==> config.mk <==
export PLATFORM = sky130hd
export DESIGN_NAME = uart_rx
export DESIGN_NICKNAME = d
export VERILOG_FILES = /design/src/rtl/uart_rx_pkg.sv /design/src/rtl/rx_sync.sv /design/src/rtl/rx_deframer.sv /design/src/rtl/rx_holdbuf.sv /design/src/rtl/uart_rx.sv
export SDC_FILE = /design/constraint.sdc
export NUM_CORES = 1
export LEC_CHECK = 0
export ABC_AREA = 1
export BUFFER_PORTS_ARGS = -buffer_cell sky130_fd_sc_hd__buf_4
export CORE_MARGIN = 5
export CORE_UTILIZATION = 46
export CTS_CLUSTER_DIAMETER = 120
export CTS_CLUSTER_SIZE = 14
export DETAILED_ROUTE_END_ITERATION = 16
export GPL_TIMING_DRIVEN = 0
export PLACE_DENSITY = 0.74
export SYNTH_ARGS = -nofsm -noshare
export SYNTH_HDL_FRONTEND = slang
export SYNTH_SLANG_ARGS = --single-unit
==> constraint.sdc <==
create_clock -name clk -period 2.16 [get_ports clk]
set_input_delay 0 -clock clk [delete_from_list [all_inputs] [get_ports clk]]
set_output_delay 0 -clock clk [all_outputs]
set_load 0.1 [all_outputs]
==> src/rtl/uart_rx_pkg.sv <==
`timescale 1ns/1ps
package uart_rx_pkg;

    localparam int CHAR_W = 9;

    typedef enum logic [1:0] {
        PAR_NONE     = 2'b00,
        PAR_EVEN     = 2'b01,
        PAR_ODD      = 2'b10,
        PAR_NONE_ALT = 2'b11
    } par_mode_e;

    typedef enum logic [2:0] {
        ST_IDLE,
        ST_START,
        ST_DATA,
        ST_PARITY,
        ST_STOP
    } rx_state_e;

    typedef struct packed {
        logic [CHAR_W-1:0] data;
        logic              ferr;
        logic              perr;
    } rx_char_t;

    function automatic logic vote3(input logic a, input logic b, input logic c);
        return (a & b) | (a & c) | (b & c);
    endfunction

    function automatic logic parity_on(input par_mode_e m);
        return (m == PAR_EVEN) || (m == PAR_ODD);
    endfunction

endpackage

==> src/rtl/rx_sync.sv <==
`timescale 1ns/1ps
module rx_sync #(
    parameter int STAGES = 2
) (
    input  logic clk,
    input  logic rst,
    input  logic rxd,
    output logic rxd_s,
    output logic fall
);
    logic [STAGES-1:0] sr;
    logic              prev;

    always_ff @(posedge clk) begin
        if (rst) begin
            sr   <= '1;
            prev <= 1'b1;
        end else begin
            sr   <= {sr[STAGES-2:0], rxd};
            prev <= sr[STAGES-1];
        end
    end

    assign rxd_s = sr[STAGES-1];
    assign fall  = prev & ~rxd_s;
endmodule

==> src/rtl/rx_deframer.sv <==
`timescale 1ns/1ps
module rx_deframer
    import uart_rx_pkg::*;
#(
    parameter int OSR = 16
) (
    input  logic       clk,
    input  logic       rst,
    input  logic       tick,
    input  logic       rxd_s,
    input  logic       fall,
    input  logic [3:0] cfg_bits,
    input  logic [1:0] cfg_parity,
    output logic       done,
    output logic       start_ok,
    output rx_char_t   chr
);
    localparam int CW    = $clog2(OSR);
    localparam int BW    = $clog2(CHAR_W + 1);
    localparam int S_MID = OSR / 2;
    localparam int S0    = S_MID - 2;
    localparam int S1    = S_MID - 1;
    localparam int S2    = S_MID;

    rx_state_e         state;
    logic [CW-1:0]     cnt;
    logic [BW-1:0]     bitn;
    logic [BW-1:0]     nb_q;
    par_mode_e         par_q;
    logic              s0, s1;
    logic [CHAR_W-1:0] sh;
    logic              acc;
    logic              par_bit;
    logic              v;

    function automatic logic [BW-1:0] clamp_bits(input logic [3:0] b);
        if (b < 4'd5) return BW'(5);
        if (b > 4'd9) return BW'(9);
        return BW'(b);
    endfunction

    assign v = vote3(s0, s1, rxd_s);

    always_ff @(posedge clk) begin
        if (rst) begin
            state    <= ST_IDLE;
            cnt      <= '0;
            bitn     <= '0;
            nb_q     <= BW'(8);
            par_q    <= PAR_NONE;
            s0       <= 1'b1;
            s1       <= 1'b1;
            sh       <= '0;
            acc      <= 1'b0;
            par_bit  <= 1'b0;
            done     <= 1'b0;
            start_ok <= 1'b0;
            chr      <= '0;
        end else begin
            done     <= 1'b0;
            start_ok <= 1'b0;
            if (state == ST_IDLE) begin
                if (fall) begin
                    state   <= ST_START;
                    cnt     <= '0;
                    bitn    <= '0;
                    sh      <= '0;
                    acc     <= 1'b0;
                    par_bit <= 1'b0;
                    nb_q    <= clamp_bits(cfg_bits);
                    par_q   <= par_mode_e'(cfg_parity);
                end
            end else if (tick) begin
                cnt <= (cnt == CW'(OSR - 1)) ? '0 : cnt + CW'(1);
                if (cnt == CW'(S0)) s0 <= rxd_s;
                if (cnt == CW'(S1)) s1 <= rxd_s;
                if (cnt == CW'(S2)) begin
                    case (state)
                        ST_START: begin
                            if (v) state    <= ST_IDLE;
                            else   start_ok <= 1'b1;
                        end
                        ST_DATA: begin
                            sh  <= {v, sh[CHAR_W-1:1]};
                            acc <= acc ^ v;
                        end
                        ST_PARITY: par_bit <= v;
                        ST_STOP: begin
                            done      <= 1'b1;
                            chr.data  <= sh >> (CHAR_W - int'(nb_q));
                            chr.ferr  <= ~v;
                            chr.perr  <= parity_on(par_q) &
                                         (par_bit ^ acc ^ (par_q == PAR_ODD));
                            state     <= ST_IDLE;
                        end
                        default: ;
                    endcase
                end
                if (cnt == CW'(OSR - 1)) begin
                    case (state)
                        ST_START: state <= ST_DATA;
                        ST_DATA: begin
                            bitn <= bitn + BW'(1);
                            if (bitn == nb_q - BW'(1))
                                state <= parity_on(par_q) ? ST_PARITY : ST_STOP;
                        end
                        ST_PARITY: state <= ST_STOP;
                        default: ;
                    endcase
                end
            end
        end
    end
endmodule

==> src/rtl/rx_holdbuf.sv <==
`timescale 1ns/1ps
module rx_holdbuf
    import uart_rx_pkg::*;
(
    input  logic     clk,
    input  logic     rst,
    input  logic     done,
    input  rx_char_t chr_in,
    input  logic     start_ok,
    input  logic     rd,
    output logic     hold_v,
    output rx_char_t hold_q,
    output logic     hold_ovr,
    output logic     pend_v
);
    rx_char_t pend;

    always_ff @(posedge clk) begin
        if (rst) begin
            pend     <= '0;
            pend_v   <= 1'b0;
            hold_q   <= '0;
            hold_v   <= 1'b0;
            hold_ovr <= 1'b0;
        end else begin
            if (done) begin
                pend   <= chr_in;
                pend_v <= 1'b1;
            end
            if (pend_v && (!hold_v || rd)) begin
                hold_q   <= pend;
                hold_v   <= 1'b1;
                hold_ovr <= 1'b0;
                if (!done) pend_v <= 1'b0;
            end else begin
                if (rd && hold_v) begin
                    hold_v      <= 1'b0;
                    hold_q.ferr <= 1'b0;
                    hold_q.perr <= 1'b0;
                    hold_ovr    <= 1'b0;
                end
                if (start_ok && pend_v && hold_v && !rd) begin
                    hold_ovr <= 1'b1;
                    if (!done) pend_v <= 1'b0;
                end
            end
        end
    end
endmodule

==> src/rtl/uart_rx.sv <==
`timescale 1ns/1ps
module uart_rx
    import uart_rx_pkg::*;
#(
    parameter int OSR         = 16,
    parameter int SYNC_STAGES = 2
) (
    input  logic              clk,
    input  logic              rst,
    input  logic              rxd,
    input  logic              os_tick,
    input  logic [3:0]        cfg_bits,
    input  logic [1:0]        cfg_parity,
    input  logic              rd_strobe,
    output logic              rx_valid,
    output logic [CHAR_W-1:0] rx_data,
    output logic              rx_ferr,
    output logic              rx_perr,
    output logic              rx_ovr
);
    logic     rxd_s, fall;
    logic     ch_done, start_ok, pend_valid;
    rx_char_t ch, held;

    rx_sync #(.STAGES(SYNC_STAGES)) u_sync (
        .clk   (clk),
        .rst   (rst),
        .rxd   (rxd),
        .rxd_s (rxd_s),
        .fall  (fall)
    );

    rx_deframer #(.OSR(OSR)) u_deframer (
        .clk        (clk),
        .rst        (rst),
        .tick       (os_tick),
        .rxd_s      (rxd_s),
        .fall       (fall),
        .cfg_bits   (cfg_bits),
        .cfg_parity (cfg_parity),
        .done       (ch_done),
        .start_ok   (start_ok),
        .chr        (ch)
    );

    rx_holdbuf u_holdbuf (
        .clk      (clk),
        .rst      (rst),
        .done     (ch_done),
        .chr_in   (ch),
        .start_ok (start_ok),
        .rd       (rd_strobe),
        .hold_v   (rx_valid),
        .hold_q   (held),
        .hold_ovr (rx_ovr),
        .pend_v   (pend_valid)
    );

    assign rx_data = held.data;
    assign rx_ferr = held.ferr;
    assign rx_perr = held.perr;
endmodule

-- After elaboration in Yosys (flattened, before gate mapping)
Cells that the tools add are included.
- magnitude comparators: 2
- $add $sub $neg: 4
- shift-type cells: 1
- mux-type cells: 56
- div/mod/pow operators: 0
- reductions and logical operators: 28
- multipliers: 0
- bitwise operators: 16
- eq/ne operators: 12
- operator list (operator ; number):
    $mux W4 ; 12
    $mux W9 ; 5
    $shr A9 B32 Y9 ; 1
    $mux W1 ; 27
    $mux W3 ; 8
    $reduce_and A4 Y1 ; 4
    $reduce_bool A2 Y1 ; 7
    $pmux W3 S3 ; 1
    $add A4 B1 Y4 const B ; 2
    $eq A4 B3 Y1 const B ; 2
    $eq A4 B4 Y1 const B ; 2
    $eq A3 B2 Y1 const B ; 2
    $not A1 Y1 ; 6
    $pmux W3 S2 ; 1
    $reduce_and A3 Y1 ; 2
    $and A1 B1 Y1 ; 5
    $logic_and A1 B1 Y1 ; 5
    $reduce_or A5 Y1 ; 1
    $sub A4 B4 Y5 const A ; 1
    $eq A4 B4 Y1 ; 1
    $gt A4 B4 Y1 const B ; 1
    $lt A4 B3 Y1 const B ; 1
    $mux W2 ; 2
    $reduce_and A2 Y1 ; 2
    other kinds (13) ; 18
- memories: 0
- input port bits: 11
- output and inout port bits: 13
- RAM bits: 0
- bits in latches: 0
- bits in registers: 71
- ROM bits: 0

-- Longest topological paths before layout
Gate-level depths: netlist of the first run.
- depth after elaboration: 11
- depth in mapped cells: 13
- gate-level depth less buffers: 13

-- By module
From an unflattened synthesis of the first run, not the netlist that was laid out.
- cell total of the unflattened synthesis: 490
- area total of the unflattened synthesis: 3479.6 um^2
- modules (own cells, without submodules) (module ; area each (um^2) ; cells each ; instances):
    rx_deframer ; 2439.8 ; 355 ; 1
    rx_holdbuf ; 945.9 ; 123 ; 1
    rx_sync ; 93.8 ; 12 ; 1

-- Worst setup path after synthesis of the first run
No wires, ideal clock.
- path type: flip-flop to flip-flop
- start point: register u_holdbuf.hold_v
- end point: register u_holdbuf.hold_q[10] (netlist name)
- path slack: 347 ps
- stages on the path, launching flop included: 7
- data arrival time: 1695 ps
- library setup time: 118 ps
- period minus slack after synthesis: 1813 ps
- cells stage by stage: dfxtp_1 -> inv_1 -> nor2_1 -> nor2_1 -> clkbuf_1 -> o21ai_0 -> nor2_1
- cells in the longest elaborated chain, start to end: 3
- ends and longest elaborated chain (item ; RTL line ; RTL):
    start, declared ; rx_holdbuf.sv:11 ; output logic hold_v,
    start signal, assigned ; rx_holdbuf.sv:23 ; hold_v <= 1'b0;
    start signal, assigned ; rx_holdbuf.sv:32 ; hold_v <= 1'b1;
    start signal, assigned ; rx_holdbuf.sv:37 ; hold_v <= 1'b0;
    $logic_not A1 Y1 ; rx_holdbuf.sv:30 ; if (pend_v && (!hold_v || rd)) begin
    $logic_or A1 B1 Y1 ; rx_holdbuf.sv:30 ;
    $logic_and A1 B1 Y1 ; rx_holdbuf.sv:30 ;
    end signal, assigned ; rx_holdbuf.sv:31 ; hold_q <= pend;
    end, declared ; rx_holdbuf.sv:12 ; output rx_char_t hold_q,
Every way passes these cells.
A chain may end at the register's enable or synchronous reset.

-- Final worst setup path of the first run
- start point: register u_deframer.nb_q[1]
- end point: register u_deframer.chr[3] (netlist name)
- cells in the longest elaborated chain, start to end: 2
- ends and longest elaborated chain (item ; RTL line ; RTL):
    start, declared ; rx_deframer.sv:28 ; logic [BW-1:0] nb_q;
    start signal, assigned ; rx_deframer.sv:70 ; nb_q <= clamp_bits(cfg_bits);
    $sub A4 B4 Y5 ; rx_deframer.sv:90 ; chr.data <= sh >> (CHAR_W - int'(nb_q));
    $shr A9 B32 Y9 ; rx_deframer.sv:90 ;
    end, declared ; rx_deframer.sv:16 ; output rx_char_t chr
Every way passes these cells.

==> results of run 1 <==
## what timing repair did
item	4_1_cts	5_1_grt
hold endpoints to repair	9	0
endpoints found under the setup margin	0	10
gates resized for setup	0	2
hold buffers	6	0
setup buffers	0	3
## report_power, final
group          leakage [nW]  internal, mW  switching (mW)
logic                  1.06        0.0996           0.172
registers             0.574          1.33          0.0272
clock network        0.0892         0.440           0.562
## registers in the layout (all words and copies together), names as in the netlist
register / count
u_deframer.bitn: 4
u_deframer.start_ok: 1
u_holdbuf.pend: 11
u_deframer.par_q: 2
u_sync.sr: 2
u_holdbuf.hold_q: 11
u_deframer.s0: 1
u_deframer.s1: 1
u_holdbuf.hold_ovr: 1
u_deframer.done: 1
u_deframer.state: 3
u_deframer.nb_q: 4
u_deframer.sh: 9
u_deframer.chr: 11
u_deframer.par_bit: 1
u_sync.prev: 1
u_holdbuf.hold_v: 1
u_holdbuf.pend_v: 1
u_deframer.cnt: 4
u_deframer.acc: 1
## cell usage in the layout (no fill, tap or decap), types with 3 or more instances in the layout
master          n
a21oi_1        36
a31oi_1         3
buf_4          25
clkbuf_1       11
clkbuf_8        9
clkinvlp_4      4
dfxtp_1        71
dlygate4sd3_1   6
ha_1            8
inv_1          34
inv_2           5
inv_6           4
nand2_1        88
nand2_4         3
nand3_1        37
nand4_1         3
nor2_1         78
nor2_2          4
nor3_1          6
o21ai_0        37
or2_2           3
xor2_1          4
## layout make-up
type                            count  area share
Buffer                             13      0.0148
Clock buffer                        9      0.0319
Clock inverter                      7      0.0158
Inverter                           44      0.0448
Multi-Input combinational cell    332       0.431
Sequential cell                    71       0.366
Tap cell                           99      0.0319
Timing Repair Buffer               31      0.0637
## routing by layer
layer	wire [µm]	track usage
met1	3240	0.221
met2	3710	0.324
met3	357	0.0462
met4	100	0.0649
met5	0	0
## cells by family after synthesis
kind of cell	after synthesis
adder cells (fa/ha/maj)	9
XOR/XNOR	6
buffers and inverters	57
flip-flops	71
AO/OA/AOI/OAI	91
AND/OR/NAND/NOR	226
## worst max-delay path, stage by stage, from the launching register on
cell and delay [ns]:
dfxtp_1 0.44, clkinvlp_4 0.17, ha_1 0.24, xnor2_1 0.29, nand4_2 0.21, nor2_2 0.20, nand3_1 0.12, nand3_1 0.09
nand2_1 0.05, inv_1 0.06
## synth_stat cells, drive strengths merged
master  number  share of area
o211a        1         0.0030
nand3       38          0.061
dfxtp       71           0.43
o21a         2         0.0045
nand4        4         0.0094
or2          3         0.0057
clkbuf      11          0.012
o21ai       41          0.069
o211ai       1         0.0023
a32oi        1         0.0026
nor2        83          0.099
inv         39          0.044
xnor2        2         0.0053
ha           8          0.030
buf          2         0.0049
a31oi        3         0.0057
clkinv       5         0.0060
maj3         1         0.0030
xor2         4          0.011
o31ai        1         0.0023
o311ai       2         0.0053
a211oi       1         0.0023
a21oi       37          0.059
a221oi       1         0.0026
nor3b        1         0.0038
nand2       91           0.11
nor3         6         0.0090
## through the flow
stage	hold WS (ns)	worst slack (ns)
2_1_floorplan	0.104	0.347
3_3_place_gp	0.184	0.131
3_5_place_dp	0.203	0.0527
4_1_cts	0.0353	0.0332
5_1_grt	0.0583	0.0627
6_report	0.0511	0.250
## how the worst min path moves through the flow
stage / end / slack, ns / cells after the start
6_report: u_deframer.s0 / 0.05 / 3
5_1_grt: u_deframer.s0 / 0.06 / 3
4_1_cts: u_deframer.s0 / 0.04 / 3
3_5_place_dp: u_sync.sr[0] / 0.20 / 2
3_3_place_gp: u_sync.sr[0] / 0.18 / 2
2_1_floorplan: u_sync.sr[0] / 0.10 / 1
==> results.yml, run 1 <==
floorplan:
  rows: 31
  die_w_um: 95.0
  initial_core_util: 0.465
  ios: 24
  dieHeight_um: 95.0
  core-area_um2: 7140
  die_area_um2: 9020
placed_design:
  hpwl_um: 5580
  dpl_cell_area_um2: 3610
  dp.cells: 581
  io_buffers: 22
  place.gp.congestion: 0.845
worst_hold_path:
  min_from: "os_tick"
  hp-class: "in -> reg"
run_status:
  status: "finished clean"
power:
  leakagePower_nw: 1.72
  p_total_mw: 2.63
  power_density_nw_per_um2: 678
  ir_drop_v: 0.000396
route:
  drc: 0
  vias: 3048
  drt-initial-drc-count: 118
  ant_nets: 0
  wl_per_cell_um: 12.2
  finalWirelength_um: 7410
  first_pass_iters: 5
  post_drt_via_cell_ratio: 5.03
critical_path:
  crit_arrival_ns: 2.22
  r2r_start: "u_deframer.nb_q[1]"
  rr_endpoint: "u_deframer.chr[3]"
  reg2regPathDepth: 9
  cp_data_required_time_ns: 2.47
  r2r_setup_slack_ns: 0.25
  end_kind: "flop"
  start_kind: "flop"
  worstPathMaxFanout: 4
  cp-endpoint: "u_deframer.chr[3]"
  startpoint: "u_deframer.nb_q[1]"
  path_class: "reg -> reg"
cts:
  cts_tree: "done"
  root_buffer: "clkbuf_8"
  clock-sinks: 71
  cts.clk_slew.worst_paths_ns: 0.09
  clock_path_buffers: 2
  clkLatencyLatePin_ns: 0.36
  htreeDepth: 3
  cts_made_buffers: 9
timing:
  fin_tns_setup_ns: 0
  min_period_ns: 1.91
  relSlewSlack: 0.595
  fin_worst_skew_ns: 0.0129
  layout_worst_path_cycle_share: 0.884
  worst_slew_pin_slew_ns: 0.607
  grt_setup_unrepaired: "false"
  finalSetupViolCount: 0
  drv_slew: 0
  hold_viol_final: 0
  fmax_mhz: 524
cells_and_area:
  final_nets: 521
  multi_input_area_um2: 1680
  nFillCells: 696
  final_cells: 606
  syn_to_final_growth_pct: 17.0
  finish.utilization: 0.545
  drive_gt1_frac: 0.134
  final_area_um2: 3890
  num_antenna_cells: 0
  regArea_um2: 1420
global_routing:
  antenna_found_initial: 0
  grt_max_degree: 16
  grt_pass1_vias: 2973
  grt_pass1_wl_um: 13200
  grt_util_all_layers: 0.186
  grt_overflow_total: 0
logic_synthesis:
  synth_mux_area_frac: 0
  yosysWarnings: 0
  yosys.area_share.xor_xnor: 0.0158
  synth_top_family_by_area: "simple AND/OR/NAND/NOR gates"
  ys_seq_elements: 71
  avgSynthCellArea_um2: 7.22
  netlist_area_um2: 3320
  ys_seq_area_frac: 0.428
  synth_cell_type_count: 38
  synth_fa_ha_area_frac: 0.0331
  synth-compound-area-share: 0.158
  syn_nets: 479
  synth_cells: 460
  synth-simple-area-share: 0.298
run:
  cap_viol_max_count: 0
Power figures use the tool's default switching activity.
==> run 2, diff against run 1 <==
Settings changed: ABC_AREA 1 to default, CTS_BUF_LIST from default to sky130_fd_sc_hd__clkbuf_4 sky130_fd_sc_hd__clkbuf_8.
==> results.yml, run 2 <==
cells_and_area:
  layout_commonest_cell: "dfxtp_1"
  final_nets: 453
  mostFrequentLayoutCells: "dfxtp_1, nand2_1, nor2_1"
  nFillCells: 685
  syn_to_final_growth_pct: 18.0
  finish.utilization: 0.547
  num_antenna_cells: 0
  reg_top3: "u_deframer.chr: 11 flops, u_holdbuf.hold_q: 11 flops, u_holdbuf.pend: 11 flops"
  final_cells: 538
  drive_gt1_frac: 0.162
run:
  cap_viol_max_count: 0
floorplan:
  core-area_um2: 7140
  rows: 31
  dieHeight_um: 94.8
  ios: 24
  initial_core_util: 0.463
  die_w_um: 94.8
  die_area_um2: 8980
logic_synthesis:
  synthArstFlopShare: 0
  ys_seq_area_frac: 0.430
  netlist_area_um2: 3310
  yosysTopAreaCell: "dfxtp_1"
  synthTopCellsByCount: "dfxtp_1, nand2_1, nor2_1, a21oi_1, mux2i_1"
  yosysMostFrequentCell: "dfxtp_1"
  synth_cell_type_count: 52
  ys_top_cells_by_area: "dfxtp_1, nand2_1, a21oi_1, nor2_1, mux2i_1"
  synth_edf_count: 0
  synthFlopType: "dfxtp_1"
  ys_seq_elements: 71
  synth.top_cell.area_share: 0.430
  avgSynthCellArea_um2: 8.41
  syn_nets: 412
  yosysWarnings: 0
  synth_cells: 393
timing:
  drv_slew: 0
  fin_worst_skew_ns: 0.0107
  fmax_mhz: 490
  hold_viol_final: 0
  finalSetupViolCount: 0
  min_period_ns: 2.04
  layout_worst_path_cycle_share: 0.945
  worst_slew_pin_slew_ns: 0.712
  relSlewSlack: 0.525
  grt_setup_unrepaired: "false"
power:
  power_switching_mw: 0.670
  switching_share: 0.255
  p_total_mw: 2.63
  leakagePower_nw: 1.36
  power_density_nw_per_um2: 673
  combPwrFrac: 0.088
  clkPwrFrac: 0.401
  p_seq_frac: 0.511
  ir_drop_v: 0.000323
  power.internal_mw: 1.96
critical_path:
  worstPathMaxFanout: 10
  crit_path_frequent_cell: "nor2_1"
  crit_arrival_ns: 2.29
  crit_family: "buffers and inverters"
  max_stage_delay_ns: 0.31
  critPathBufInv: 3
  end_kind: "flop"
  crit_path_cell_trace: "buf_2 -> clkbuf_4 -> inv_1 -> ha_1 -> xnor2_1 -> nor2_1 -> a41oi_1 -> nor2_1 -> nor4_1"
  start_kind: "flop"
  path_class: "reg -> reg"
  slowest_stage: "dfxtp_1"
  cp_data_required_time_ns: 2.40
cts:
  cts_setup_buffers: 0
  clkLatencyLatePin_ns: 0.35
  clock-sinks: 71
  cts_tree: "done"
  clock_path_buffers: 2
  htreeDepth: 3
  root_buffer: "clkbuf_8"
  cts_made_buffers: 9
  cts.clk_slew.worst_paths_ns: 0.08
global_routing:
  grt_overflow_total: 0
  grt_max_degree: 14
  grt_pass1_vias: 2611
  grt_pass1_wl_um: 12300
  antenna_found_initial: 0
  grt_util_all_layers: 0.173
placed_design:
  place.gp.congestion: 0.947
  io_buffers: 22
  dp.cells: 514
  hpwl_um: 5130
route:
  drt-initial-drc-count: 178
  vias: 2796
  post_drt_via_cell_ratio: 5.20
  first_pass_iters: 4
  finalWirelength_um: 7160
  ant_nets: 0
  drc: 0
  wl_per_cell_um: 13.3
run_status:
  status: "finished clean"
worst_hold_path:
  hp-class: "in -> reg"
## run 2: cell count changes in the layout (fill, tap and decap cells not counted), sizes merged, moves of 6 or more
cell / before / now
nand2: 91 / 55
inv: 44 / 12
o21ai: 41 / 10
nor2: 83 / 53
nand3: 38 / 11
mux2i: 0 / 13
buf: 27 / 34
mux2: 0 / 7
a22oi: 0 / 6
nor4: 0 / 6
## run 2: per-stage QoR
stage	hold WS (ns)	TNS (ns)	worst slack [ns]	instance area (µm²)
5_1_grt	0.0529	0	0.00359	3900
3_3_place_gp	0.186	-0.362	-0.142	3590
2_1_floorplan	0.104	0	0.217	3310
4_1_cts	0.00246	0	0.0429	3880
3_5_place_dp	0.191	-0.391	-0.111	3590
6_report	0.0129	0	0.118	3900
## run 2: cell type report
type,count,area [µm²],area share
buffer,25,123,0.0314
clock buffer,9,124,0.0318
clock inverter,7,72.6,0.0186
inverter,11,41.3,0.0106
multi-input combinational,286,1750,0.448
sequential,71,1420,0.365
tap,99,124,0.0318
timing repair buffer,30,245,0.0629
## run 2: what timing repair did
item / 4_1_cts / 5_1_grt
endpoints found under the setup margin: 9 / 12
gates resized for setup: 2 / 8
hold buffers: 8 / 0
hold endpoints to repair: 10 / 0
## run 2: power by group through the flow
stage | registers [mW] | logic [mW] | clock network [mW]
after CTS | 1.34 | 0.223 | 1.08
after floorplan | 1.37 | 0.154 | 0
after global placement | 1.37 | 0.206 | 0
after detailed placement | 1.37 | 0.209 | 0
after global routing | 1.34 | 0.256 | 1.15
final | 1.34 | 0.230 | 1.05
## run 2: kinds of logic (layout without fill, tap and decap cells)
logic type / after synthesis / count (layout) / share of synthesized area
and+or+nand+nor: 164 / 164 / 0.231
AOI/OAI and AO/OA: 79 / 79 / 0.149
DFF: 71 / 71 / 0.430
buffers and inverters: 36 / 82 / 0.0477
muxes: 22 / 22 / 0.0768
xor gates and xnor gates: 12 / 12 / 0.0318
adders and majority gates: 9 / 9 / 0.0333
## run 2: path summary, 6_finish.rpt
path | startpoint | to | slack, ns | cells past startpoint
worst min register to register | u_sync.sr[0] | u_sync.sr[1] | 0.41 | 1
worst min-delay path | cfg_bits[1] | u_deframer.nb_q[1] | 0.01 | 5
worst max register to register | u_deframer.nb_q[0] | u_deframer.state[0] | 0.12 | 9
worst max-delay path | u_deframer.nb_q[0] | u_deframer.state[0] | 0.12 | 9
## run 2: worst min-delay path, stage by stage
cell and delay, ns:
buf_4 0.11, nand2_1 0.05, nor2_1 0.04, nand2_1 0.07
a21oi_1 0.06
## run 2: per-layer routing
layer	up-vias	global-route usage	wire length [µm]
li1	1447	-	-
met2	69	0.277	3270
met4	0	0.0589	97
met3	14	0.0406	397
met1	1266	0.228	3390
met5	-	0	0
